==> config.mk <==
export PLATFORM = sky130hd
export DESIGN_NAME = sram_async_ctrl
export DESIGN_NICKNAME = d
export VERILOG_FILES = /design/src/rtl/sram_async_ctrl_pkg.sv /design/src/rtl/sram_async_timer.sv /design/src/rtl/sram_async_seq.sv /design/src/rtl/sram_async_ctrl.sv
export SDC_FILE = /design/constraint.sdc
export NUM_CORES = 1
export LEC_CHECK = 0
export BUFFER_PORTS_ARGS = -buffer_cell sky130_fd_sc_hd__buf_4
export CORE_UTILIZATION = 49
export DETAILED_ROUTE_END_ITERATION = 8
export PLACE_DENSITY = 0.77
export SYNTH_ARGS = -nofsm -noshare
export SYNTH_HDL_FRONTEND = slang
export SYNTH_SLANG_ARGS = --single-unit
==> constraint.sdc <==
create_clock -name clk -period 1.8 [get_ports clk]
set_input_delay 0.36 -clock clk [delete_from_list [all_inputs] [get_ports clk]]
set_output_delay 0.36 -clock clk [all_outputs]
set_load 0.01 [all_outputs]
==> src/rtl/sram_async_ctrl_pkg.sv <==
`timescale 1ns/1ps
package sram_async_ctrl_pkg;

    // memory timing limits in picoseconds
    localparam int LIM_WE_PULSE_PS  = 8000;
    localparam int LIM_DATA_SU_PS   = 7000;
    localparam int LIM_SEL_END_PS   = 12000;
    localparam int LIM_WCYCLE_PS    = 15000;
    localparam int LIM_ACCESS_PS    = 15000;
    localparam int LIM_RCYCLE_PS    = 15000;
    localparam int LIM_SEL_FLOAT_PS = 6000;
    localparam int LIM_OE_FLOAT_PS  = 5000;

    typedef enum logic [2:0] {
        ST_IDLE,
        ST_WRITE,
        ST_WHOLD,
        ST_READ,
        ST_REL
    } ctrl_state_e;

    // ceiling of limit over period, at least one cycle
    function automatic int wait_cycles(input int lim_ps, input int clk_ps);
        int r;
        r = (lim_ps + clk_ps - 1) / clk_ps;
        if (r < 1) r = 1;
        return r;
    endfunction

    function automatic int imax(input int a, input int b);
        return (a > b) ? a : b;
    endfunction

endpackage

==> src/rtl/sram_async_timer.sv <==
`timescale 1ns/1ps
module sram_async_timer #(
    parameter int CNT_W = 3
) (
    input  logic             clk,
    input  logic             rst_n,
    input  logic             load,
    input  logic [CNT_W-1:0] load_val,
    output logic             last
);

    logic [CNT_W-1:0] cnt_d, cnt_q;

    always_comb begin
        cnt_d = cnt_q;
        if (load) begin
            cnt_d = load_val;
        end else if (cnt_q != '0) begin
            cnt_d = cnt_q - 1'b1;
        end
    end

    always_ff @(posedge clk or negedge rst_n) begin
        if (!rst_n) cnt_q <= '0;
        else        cnt_q <= cnt_d;
    end

    // the current cycle is the final one of the loaded window
    assign last = (cnt_q <= CNT_W'(1));

endmodule

==> src/rtl/sram_async_seq.sv <==
`timescale 1ns/1ps
module sram_async_seq
    import sram_async_ctrl_pkg::*;
#(
    parameter int ADDR_W = 19,
    parameter int DATA_W = 8,
    parameter int N_WR   = 2,
    parameter int N_WH   = 1,
    parameter int N_RD   = 2,
    parameter int N_REL  = 1,
    parameter int CNT_W  = 2
) (
    input  logic              clk,
    input  logic              rst_n,
    input  logic              req_valid,
    input  logic              req_write,
    input  logic [ADDR_W-1:0] req_addr,
    input  logic [DATA_W-1:0] req_wdata,
    output logic              req_ready,
    input  logic              tmr_last,
    output logic              tmr_load,
    output logic [CNT_W-1:0]  tmr_val,
    input  logic [DATA_W-1:0] mem_dq_in,
    output logic              mem_cs_n,
    output logic              mem_we_n,
    output logic              mem_oe_n,
    output logic [ADDR_W-1:0] mem_addr,
    output logic [DATA_W-1:0] mem_dq_out,
    output logic              mem_dq_oe,
    output logic              rd_valid,
    output logic [DATA_W-1:0] rd_data
);

    typedef struct packed {
        ctrl_state_e       st;
        logic [ADDR_W-1:0] addr;
        logic [DATA_W-1:0] wdata;
        logic [DATA_W-1:0] rdata;
        logic              cs_n;
        logic              we_n;
        logic              oe_n;
        logic              drv;
        logic              rvalid;
    } seq_regs_t;

    seq_regs_t s_d, s_q;

    always_comb begin
        s_d        = s_q;
        s_d.rvalid = 1'b0;
        tmr_load   = 1'b0;
        tmr_val    = '0;
        unique case (s_q.st)
            ST_IDLE: begin
                if (req_valid) begin
                    s_d.addr = req_addr;
                    s_d.cs_n = 1'b0;
                    tmr_load = 1'b1;
                    if (req_write) begin
                        s_d.wdata = req_wdata;
                        s_d.we_n  = 1'b0;
                        s_d.drv   = 1'b1;
                        s_d.st    = ST_WRITE;
                        tmr_val   = CNT_W'(N_WR);
                    end else begin
                        s_d.oe_n  = 1'b0;
                        s_d.st    = ST_READ;
                        tmr_val   = CNT_W'(N_RD);
                    end
                end
            end
            ST_WRITE: begin
                if (tmr_last) begin
                    s_d.cs_n = 1'b1;
                    s_d.we_n = 1'b1;
                    s_d.st   = ST_WHOLD;
                    tmr_load = 1'b1;
                    tmr_val  = CNT_W'(N_WH);
                end
            end
            ST_WHOLD: begin
                if (tmr_last) begin
                    s_d.drv = 1'b0;
                    s_d.st  = ST_IDLE;
                end
            end
            ST_READ: begin
                if (tmr_last) begin
                    s_d.rdata  = mem_dq_in;
                    s_d.rvalid = 1'b1;
                    s_d.cs_n   = 1'b1;
                    s_d.oe_n   = 1'b1;
                    s_d.st     = ST_REL;
                    tmr_load   = 1'b1;
                    tmr_val    = CNT_W'(N_REL);
                end
            end
            ST_REL: begin
                if (tmr_last) s_d.st = ST_IDLE;
            end
            default: s_d.st = ST_IDLE;
        endcase
    end

    always_ff @(posedge clk or negedge rst_n) begin
        if (!rst_n) begin
            s_q        <= '0;
            s_q.st     <= ST_IDLE;
            s_q.cs_n   <= 1'b1;
            s_q.we_n   <= 1'b1;
            s_q.oe_n   <= 1'b1;
        end else begin
            s_q <= s_d;
        end
    end

    assign req_ready  = (s_q.st == ST_IDLE);
    assign mem_cs_n   = s_q.cs_n;
    assign mem_we_n   = s_q.we_n;
    assign mem_oe_n   = s_q.oe_n;
    assign mem_addr   = s_q.addr;
    assign mem_dq_out = s_q.wdata;
    assign mem_dq_oe  = s_q.drv;
    assign rd_valid   = s_q.rvalid;
    assign rd_data    = s_q.rdata;

    // ---------------- checking ----------------
    localparam int CHK_W   = CNT_W + 2;
    localparam int CHK_MAX = (1 << CHK_W) - 1;

    logic [CHK_W-1:0] we_low_cnt_q, oe_high_cnt_q;

    always_ff @(posedge clk or negedge rst_n) begin
        if (!rst_n) begin
            we_low_cnt_q  <= '0;
            oe_high_cnt_q <= CHK_W'(CHK_MAX);
        end else begin
            we_low_cnt_q  <= mem_we_n ? '0 :
                             ((we_low_cnt_q == CHK_W'(CHK_MAX)) ? we_low_cnt_q : we_low_cnt_q + 1'b1);
            oe_high_cnt_q <= !mem_oe_n ? '0 :
                             ((oe_high_cnt_q == CHK_W'(CHK_MAX)) ? oe_high_cnt_q : oe_high_cnt_q + 1'b1);
        end
    end

    assert_idle_quiet_R1: assert property (@(posedge clk) disable iff (!rst_n)
        req_ready |-> (mem_cs_n && mem_we_n && mem_oe_n && !mem_dq_oe));

    assert_write_overlap_R2: assert property (@(posedge clk) disable iff (!rst_n)
        !mem_we_n |-> (!mem_cs_n && mem_oe_n));

    assert_we_width_R2: assert property (@(posedge clk) disable iff (!rst_n)
        $rose(mem_we_n) |-> (int'(we_low_cnt_q) >= N_WR));

    assert_addr_stable_R2: assert property (@(posedge clk) disable iff (!rst_n)
        (!mem_cs_n && $past(!mem_cs_n)) |-> $stable(mem_addr));

    assert_data_driven_R3: assert property (@(posedge clk) disable iff (!rst_n)
        !mem_we_n |-> mem_dq_oe);

    assert_rvalid_pulse_R4: assert property (@(posedge clk) disable iff (!rst_n)
        rd_valid |=> !rd_valid);

    assert_no_contention_R5: assert property (@(posedge clk) disable iff (!rst_n)
        !mem_oe_n |-> !mem_dq_oe);

    assert_release_gap_R5: assert property (@(posedge clk) disable iff (!rst_n)
        $rose(mem_dq_oe) |-> (int'(oe_high_cnt_q) >= N_REL));

    assert_ready_drop_R6: assert property (@(posedge clk) disable iff (!rst_n)
        (req_valid && req_ready) |=> !req_ready);

endmodule

==> src/rtl/sram_async_ctrl.sv <==
`timescale 1ns/1ps
module sram_async_ctrl
    import sram_async_ctrl_pkg::*;
#(
    parameter int ADDR_W = 19,
    parameter int DATA_W = 8,
    parameter int CLK_PS = 10000
) (
    input  logic              clk,
    input  logic              rst_n,
    input  logic              req_valid,
    output logic              req_ready,
    input  logic              req_write,
    input  logic [ADDR_W-1:0] req_addr,
    input  logic [DATA_W-1:0] req_wdata,
    output logic              rd_valid,
    output logic [DATA_W-1:0] rd_data,
    output logic              mem_cs_n,
    output logic              mem_we_n,
    output logic              mem_oe_n,
    output logic [ADDR_W-1:0] mem_addr,
    output logic [DATA_W-1:0] mem_dq_out,
    output logic              mem_dq_oe,
    input  logic [DATA_W-1:0] mem_dq_in
);

    // every window is a ceiling of limit / period, minimum one
    localparam int N_WR  = imax(wait_cycles(LIM_SEL_END_PS, CLK_PS),
                           imax(wait_cycles(LIM_WE_PULSE_PS, CLK_PS),
                                wait_cycles(LIM_DATA_SU_PS, CLK_PS)));
    localparam int N_WCY = wait_cycles(LIM_WCYCLE_PS, CLK_PS);
    localparam int N_WH  = imax(1, N_WCY - N_WR);
    localparam int N_RD  = imax(wait_cycles(LIM_ACCESS_PS, CLK_PS),
                                wait_cycles(LIM_RCYCLE_PS, CLK_PS));
    localparam int N_REL = imax(wait_cycles(LIM_SEL_FLOAT_PS, CLK_PS),
                                wait_cycles(LIM_OE_FLOAT_PS, CLK_PS));
    localparam int N_MAX = imax(imax(N_WR, N_WH), imax(N_RD, N_REL));
    localparam int CNT_W = $clog2(N_MAX + 1);

    logic             tmr_load;
    logic [CNT_W-1:0] tmr_val;
    logic             tmr_last;

    sram_async_timer #(
        .CNT_W (CNT_W)
    ) i_timer (
        .clk      (clk),
        .rst_n    (rst_n),
        .load     (tmr_load),
        .load_val (tmr_val),
        .last     (tmr_last)
    );

    sram_async_seq #(
        .ADDR_W (ADDR_W),
        .DATA_W (DATA_W),
        .N_WR   (N_WR),
        .N_WH   (N_WH),
        .N_RD   (N_RD),
        .N_REL  (N_REL),
        .CNT_W  (CNT_W)
    ) i_seq (
        .clk        (clk),
        .rst_n      (rst_n),
        .req_valid  (req_valid),
        .req_write  (req_write),
        .req_addr   (req_addr),
        .req_wdata  (req_wdata),
        .req_ready  (req_ready),
        .tmr_last   (tmr_last),
        .tmr_load   (tmr_load),
        .tmr_val    (tmr_val),
        .mem_dq_in  (mem_dq_in),
        .mem_cs_n   (mem_cs_n),
        .mem_we_n   (mem_we_n),
        .mem_oe_n   (mem_oe_n),
        .mem_addr   (mem_addr),
        .mem_dq_out (mem_dq_out),
        .mem_dq_oe  (mem_dq_oe),
        .rd_valid   (rd_valid),
        .rd_data    (rd_data)
    );

endmodule

After elaboration in Yosys (flattened, before gate mapping)
Cells that the tools add are included.

storage, ports and cells
  flip-flop bits (word level) = 45
  word-level logic and storage cells = 68
  output and inout port bits = 41
  bits of input ports = 39

cells by class
  equal/unequal tests = 11
  $add $sub $neg = 1
  reductions and logical operators = 17
  magnitude comparators = 1
  muxes and demuxes = 28

operators with widths
  operator               count
  $mux W30               1
  $reduce_and A4 Y1      5
  $pmux W3 S4            1
  $mux W1                10
  $mux W2                5
  $ne A2 B1 Y1 const B   5
  $reduce_bool A2 Y1     5
  $mux W3                3
  $mux W8                1
  $pmux W1 S2            4
  $eq A3 B2 Y1 const B   2
  $mux W4                1
  $ne A2 B2 Y1 const B   2
  $pmux W2 S2            1
  $reduce_and A2 Y1      2
  $reduce_or A2 Y1       2
  $eq A3 B1 Y1 const B   1
  $eq A3 B3 Y1 const B   1
  $logic_not A3 Y1       1
  $pmux W1 S3            1
  $reduce_and A3 Y1      1
  $reduce_bool A3 Y1     1
  $le A2 B1 Y1 const B   1
  $sub A2 B1 Y2 const B  1

Longest topological paths before layout
  depth after elaboration = 4
  depth in mapped cells = 6

By module
From an unflattened synthesis, not the netlist that was laid out.

unflattened totals
  cell total of the unflattened synthesis = 159
  area total of the unflattened synthesis = 2112.0 µm²

modules (own cells, without submodules)
  module            seq. area each (µm²)  cells each  area each (µm²)  times used
  sram_async_seq    1079.8                145         1974.4           1
  sram_async_timer  50.0                  14          137.6            1

Worst setup path after synthesis
OpenSTA, ideal clock, no wires.

  path kind = flip-flop to flip-flop
  from = reg i_timer.cnt_q[0]
  to = reg i_seq.s_q (netlist bit i_seq.rd_data[0])
  setup slack = 271 ps
  cell stages (with the launch flop) = 6
  period minus slack after synthesis = 1529 ps
  setup time = 125 ps
  data arrival time = 1405 ps
  buffers on the path = 1
  cell sequence = dfrtp_1 ha_1 nand2b_1 nand3_1 buf_2 mux2_2

between the ends
  word-level cells in the longest chain between the ends = 2

RTL lines
  item                         RTL line                source
  from (decl)                  sram_async_timer.sv:12  logic [CNT_W-1:0] cnt_d, cnt_q;
  from (signal assigned)       sram_async_timer.sv:25  else cnt_q <= cnt_d;
  $le A2 B1 Y1                 sram_async_timer.sv:29  assign last = (cnt_q <= CNT_W'(1));
  $reduce_and A2 Y1 (no line)  n/a
  to (decl)                    sram_async_seq.sv:46    seq_regs_t s_d, s_q;

No other way between the ends.
A chain may end at the register's enable or synchronous reset.

Worst setup path in the final report
  from = reg i_seq.s_q[40] (netlist bit)
  to = out req_ready

between the ends
  word-level cells in the longest chain between the ends = 1

RTL lines
  item              RTL line               source
  $logic_not A3 Y1  sram_async_seq.sv:117  assign req_ready = (s_q.st == ST_IDLE);
  to (decl)         sram_async_ctrl.sv:12  output logic req_ready,

No other way between the ends.

==> impl_results.rst <==
.. list-table::
   :header-rows: 1

   * - Metric
     - Value
   * - Count of final hold-check violations
     - 0
   * - DRC violation total after the first TritonRoute iteration
     - 91
   * - Overall overflow remaining after global route
     - 0
   * - Die Width
     - 67.8 microns
   * - Total area of sequential cells
     - 1130 sq um
   * - Weighted congestion reported at the end of routability-driven placement
     - 0.757
   * - Slew headroom
     - 0.628
   * - Wire length of the first global-routing pass
     - 5660 microns
   * - Total track usage
     - 0.171
   * - Peak clock frequency supported by timing
     - 614 MHz
   * - Critical Path AT
     - 1270 ps
   * - Initial antenna violation count
     - 0
   * - DRT Wirelength
     - 3690 microns
   * - Leakage dissipation
     - 0.00137 uW
   * - Minimum period implied by the final worst setup slack
     - 1630 ps
   * - Detailed-route wire length per cell
     - 12.2 microns
   * - Worst min-delay path category
     - in2async
   * - Count of filler cells inserted in the layout
     - 367
   * - Final-report max-slew violation count
     - 0
   * - Die area
     - 4600 sq um
   * - Max-capacitance violation count
     - 0
   * - Y dimension of the die
     - 67.8 microns
   * - DP Wirelength
     - 2640 microns
   * - Number of vias after detailed routing
     - 1431
   * - Largest fanout of any net on the critical path
     - 8
   * - CTS tree
     - yes
   * - Crit path from
     - i_seq.s_q[40]$_DFFE_PN0P_
   * - Initial core utilization
     - 0.520
   * - Number of diodes
     - 0
   * - Combined area of the multi-input logic cells
     - 672 sq um
   * - Net count after synthesis
     - 244
   * - Unrepaired setup endpoints after global routing
     - false
   * - Post-Route Setup TNS
     - 0 ps
   * - Actual transition at the worst max-transition pin
     - 558 ps
   * - Core Rows
     - 23
   * - Worst setup path class
     - reg2out
   * - Startpoint type of the worst setup path
     - flop
   * - Buffers inserted during post-CTS setup optimization
     - 0
   * - Clk_lat worst skew
     - 290 ps
   * - CTS max path bufs
     - 2
   * - Mean number of vias per cell
     - 4.74
   * - Number of nets in the layout
     - 292
   * - Input/output buffers
     - 79
   * - Clock root buffer
     - clkbuf_8
   * - Layout area overhead
     - 22.0%
   * - Critical R2R Capture
     - i_seq.rd_data[6]$_DFFE_PN0P_
   * - Finish-stage setup viols
     - 0
   * - Required time reported for the critical path endpoint
     - 1440 ps
   * - Number of iterations in the first detailed-routing pass
     - 4
   * - Clock transition at the registers of the reported paths
     - 80 ps
   * - Cell Count, Final, Fillers Out
     - 302
   * - Synthesized instance count
     - 203
   * - Setup clock skew after layout
     - 2.93 ps
   * - Via count of the first global-routing pass
     - 1266
   * - Max VDD drop
     - 0.000868 V
   * - Remaining number of nets flagged by the antenna check after routing
     - 0
   * - Post-synthesis instance area
     - 2120 sq um
   * - Final cycle utilization of the critical path
     - 0.904
   * - Final core utilization
     - 0.634
   * - Part of the Yosys area used for sequential elements
     - 0.532
   * - Number of library cell types mapped by synthesis
     - 31
   * - I/O pin cnt
     - 80
   * - Cells after DPL
     - 294
   * - Critical Path End Type
     - output port
   * - Worst reg2reg path startpoint
     - i_timer.cnt_q[1]$_DFFE_PN0P_
   * - TritonCTS buffer count
     - 5
   * - Critical path endpoint
     - req_ready
   * - Synthesized area per cell
     - 10.5 sq um
   * - Number of clock sinks
     - 45
   * - Number of register bits inferred by synthesis
     - 45
   * - Placeable Area
     - 4090 sq um
   * - Remaining design rule violation count
     - 0
   * - Path depth of the worst reg2reg path
     - 5
   * - Share of cells above drive strength 1
     - 0.460
   * - Status
     - completed
   * - Power density over the cells
     - 1740 nW/um^2
   * - Yosys warns
     - 0
   * - Pin count of the biggest net entering global routing
     - 46
   * - CTS H-tree lvls
     - 2
   * - Reg2Reg Setup Slack
     - 240 ps
[repair_timing]
| action | CTS | global route |
|---|---|---|
| gates resized for setup | 0 | 2 |
| hold endpoints to repair | 0 | 0 |
| hold buffers | 0 | 0 |
| endpoints found under the setup margin | 0 | 9 |
[area by class of cell]
class,instances,area share
tap,50,0.0241
timing repair buffer,84,0.243
clock inverter,2,0.00386
inverter,4,0.00579
clock buffer,6,0.0280
sequential,45,0.436
multi-input combinational,111,0.259
[worst max-delay path, cell delays in order, from the launching register on]
cell and delay [ps]:
dfrtp_1 450, buf_4 190, nor3_2 180, buf_4 150
[stage by stage]
stage	total power (uW)	cell area [sq um]	hold slack, ps	setup slack (ps)
5_1_grt	4890	2590	97.6	76.7
6_report	4510	2590	52.2	172
4_1_cts	4570	2580	69.3	62.1
3_3_place_gp	3890	2500	386	132
2_1_floorplan	3510	2120	64.4	271
3_5_place_dp	3960	2500	393	86.7
[power by group]
part,leakage (uW),switching (uW),internal (uW),total (uW)
sequential,0.000544,299,1530,1830
combinational,0.000778,978,1120,2100
clock,0.0000450,320,269,589
total,0.00137,1600,2920,4510
[state kept, by name, indices dropped and copies added (netlist names)]
signal / cells
i_seq.mem_cs_n: 1
i_timer.cnt_q: 2
i_seq.mem_dq_out: 8
i_seq.mem_oe_n: 1
i_seq.rd_data: 8
i_seq.mem_we_n: 1
i_seq.rd_valid: 1
i_seq.mem_dq_oe: 1
i_seq.mem_addr: 19
i_seq.s_q: 3
[placed cells by master, fill, tap and decap left out, types with 2 or more instances in the layout]
| cell | instances |
|---|---|
| a211oi_1 | 2 |
| buf_4 | 84 |
| clkbuf_8 | 5 |
| clkinv_2 | 2 |
| dfrtp_1 | 42 |
| dfstp_2 | 3 |
| ha_1 | 2 |
| inv_1 | 4 |
| mux2_2 | 16 |
| nand2_1 | 62 |
| nor2_1 | 5 |
| nor2b_1 | 2 |
| o21ai_0 | 3 |
[cells in the mapped netlist, drive strengths merged]
cell type / count / area (sq um)
a22oi: 1 / 7.51
ha: 2 / 25.0
buf: 43 / 318
mux2: 16 / 180
nand2b: 1 / 6.26
xor2: 1 / 8.76
nor4bb: 1 / 10.0
a2111oi: 1 / 8.76
o31a: 1 / 8.76
nor3: 1 / 5.00
nor3b: 1 / 7.51
o21ai: 4 / 23.8
nor4b: 1 / 23.8
or4b: 1 / 13.8
nand2: 63 / 239
a21oi: 1 / 5.00
a211oi: 2 / 15.0
inv: 4 / 15.0
a2bb2oi: 1 / 8.76
o31ai: 1 / 7.51
dfstp: 3 / 78.8
o22a: 1 / 8.76
nor2b: 2 / 12.5
a21o: 1 / 7.51
nand3: 2 / 10.0
nor2: 5 / 18.8
dfrtp: 42 / 1050
[layer usage]
metal | wire (microns) | vias to the layer above | global-route usage
met2 | 1710 | 59 | 0.277
met3 | 352 | 4 | 0.0750
met5 | 0 | - | 0
met4 | 34 | 0 | 0.0469
li1 | - | 709 | -
met1 | 1600 | 659 | 0.205
[worst min path at each step]
stage	cells after the start	to	from
2_1_floorplan	0	i_seq.mem_addr[0]$_DFFE_PN0P_	rst_n
3_3_place_gp	1	i_seq.mem_addr[1]$_DFFE_PN0P_	rst_n
5_1_grt	1	i_seq.mem_addr[0]$_DFFE_PN0P_	rst_n
4_1_cts	1	i_seq.mem_addr[0]$_DFFE_PN0P_	rst_n
6_report	1	i_seq.mem_addr[0]$_DFFE_PN0P_	rst_n
3_5_place_dp	1	i_seq.mem_addr[0]$_DFFE_PN0P_	rst_n
[cell families (layout without fill, tap and decap cells)]
family | after synthesis | after routing | share of synthesized area
AO/OA/AOI/OAI | 14 | 14 | 0.0477
XOR/XNOR | 1 | 1 | 0.00412
adder cells (fa/ha/maj) | 2 | 2 | 0.0118
buffers and inverters | 47 | 96 | 0.157
flip-flops | 45 | 45 | 0.532
multiplexers | 16 | 16 | 0.0848
AND/OR/NAND/NOR | 78 | 78 | 0.163
Note: power is estimated with default switching activity, not from simulation.
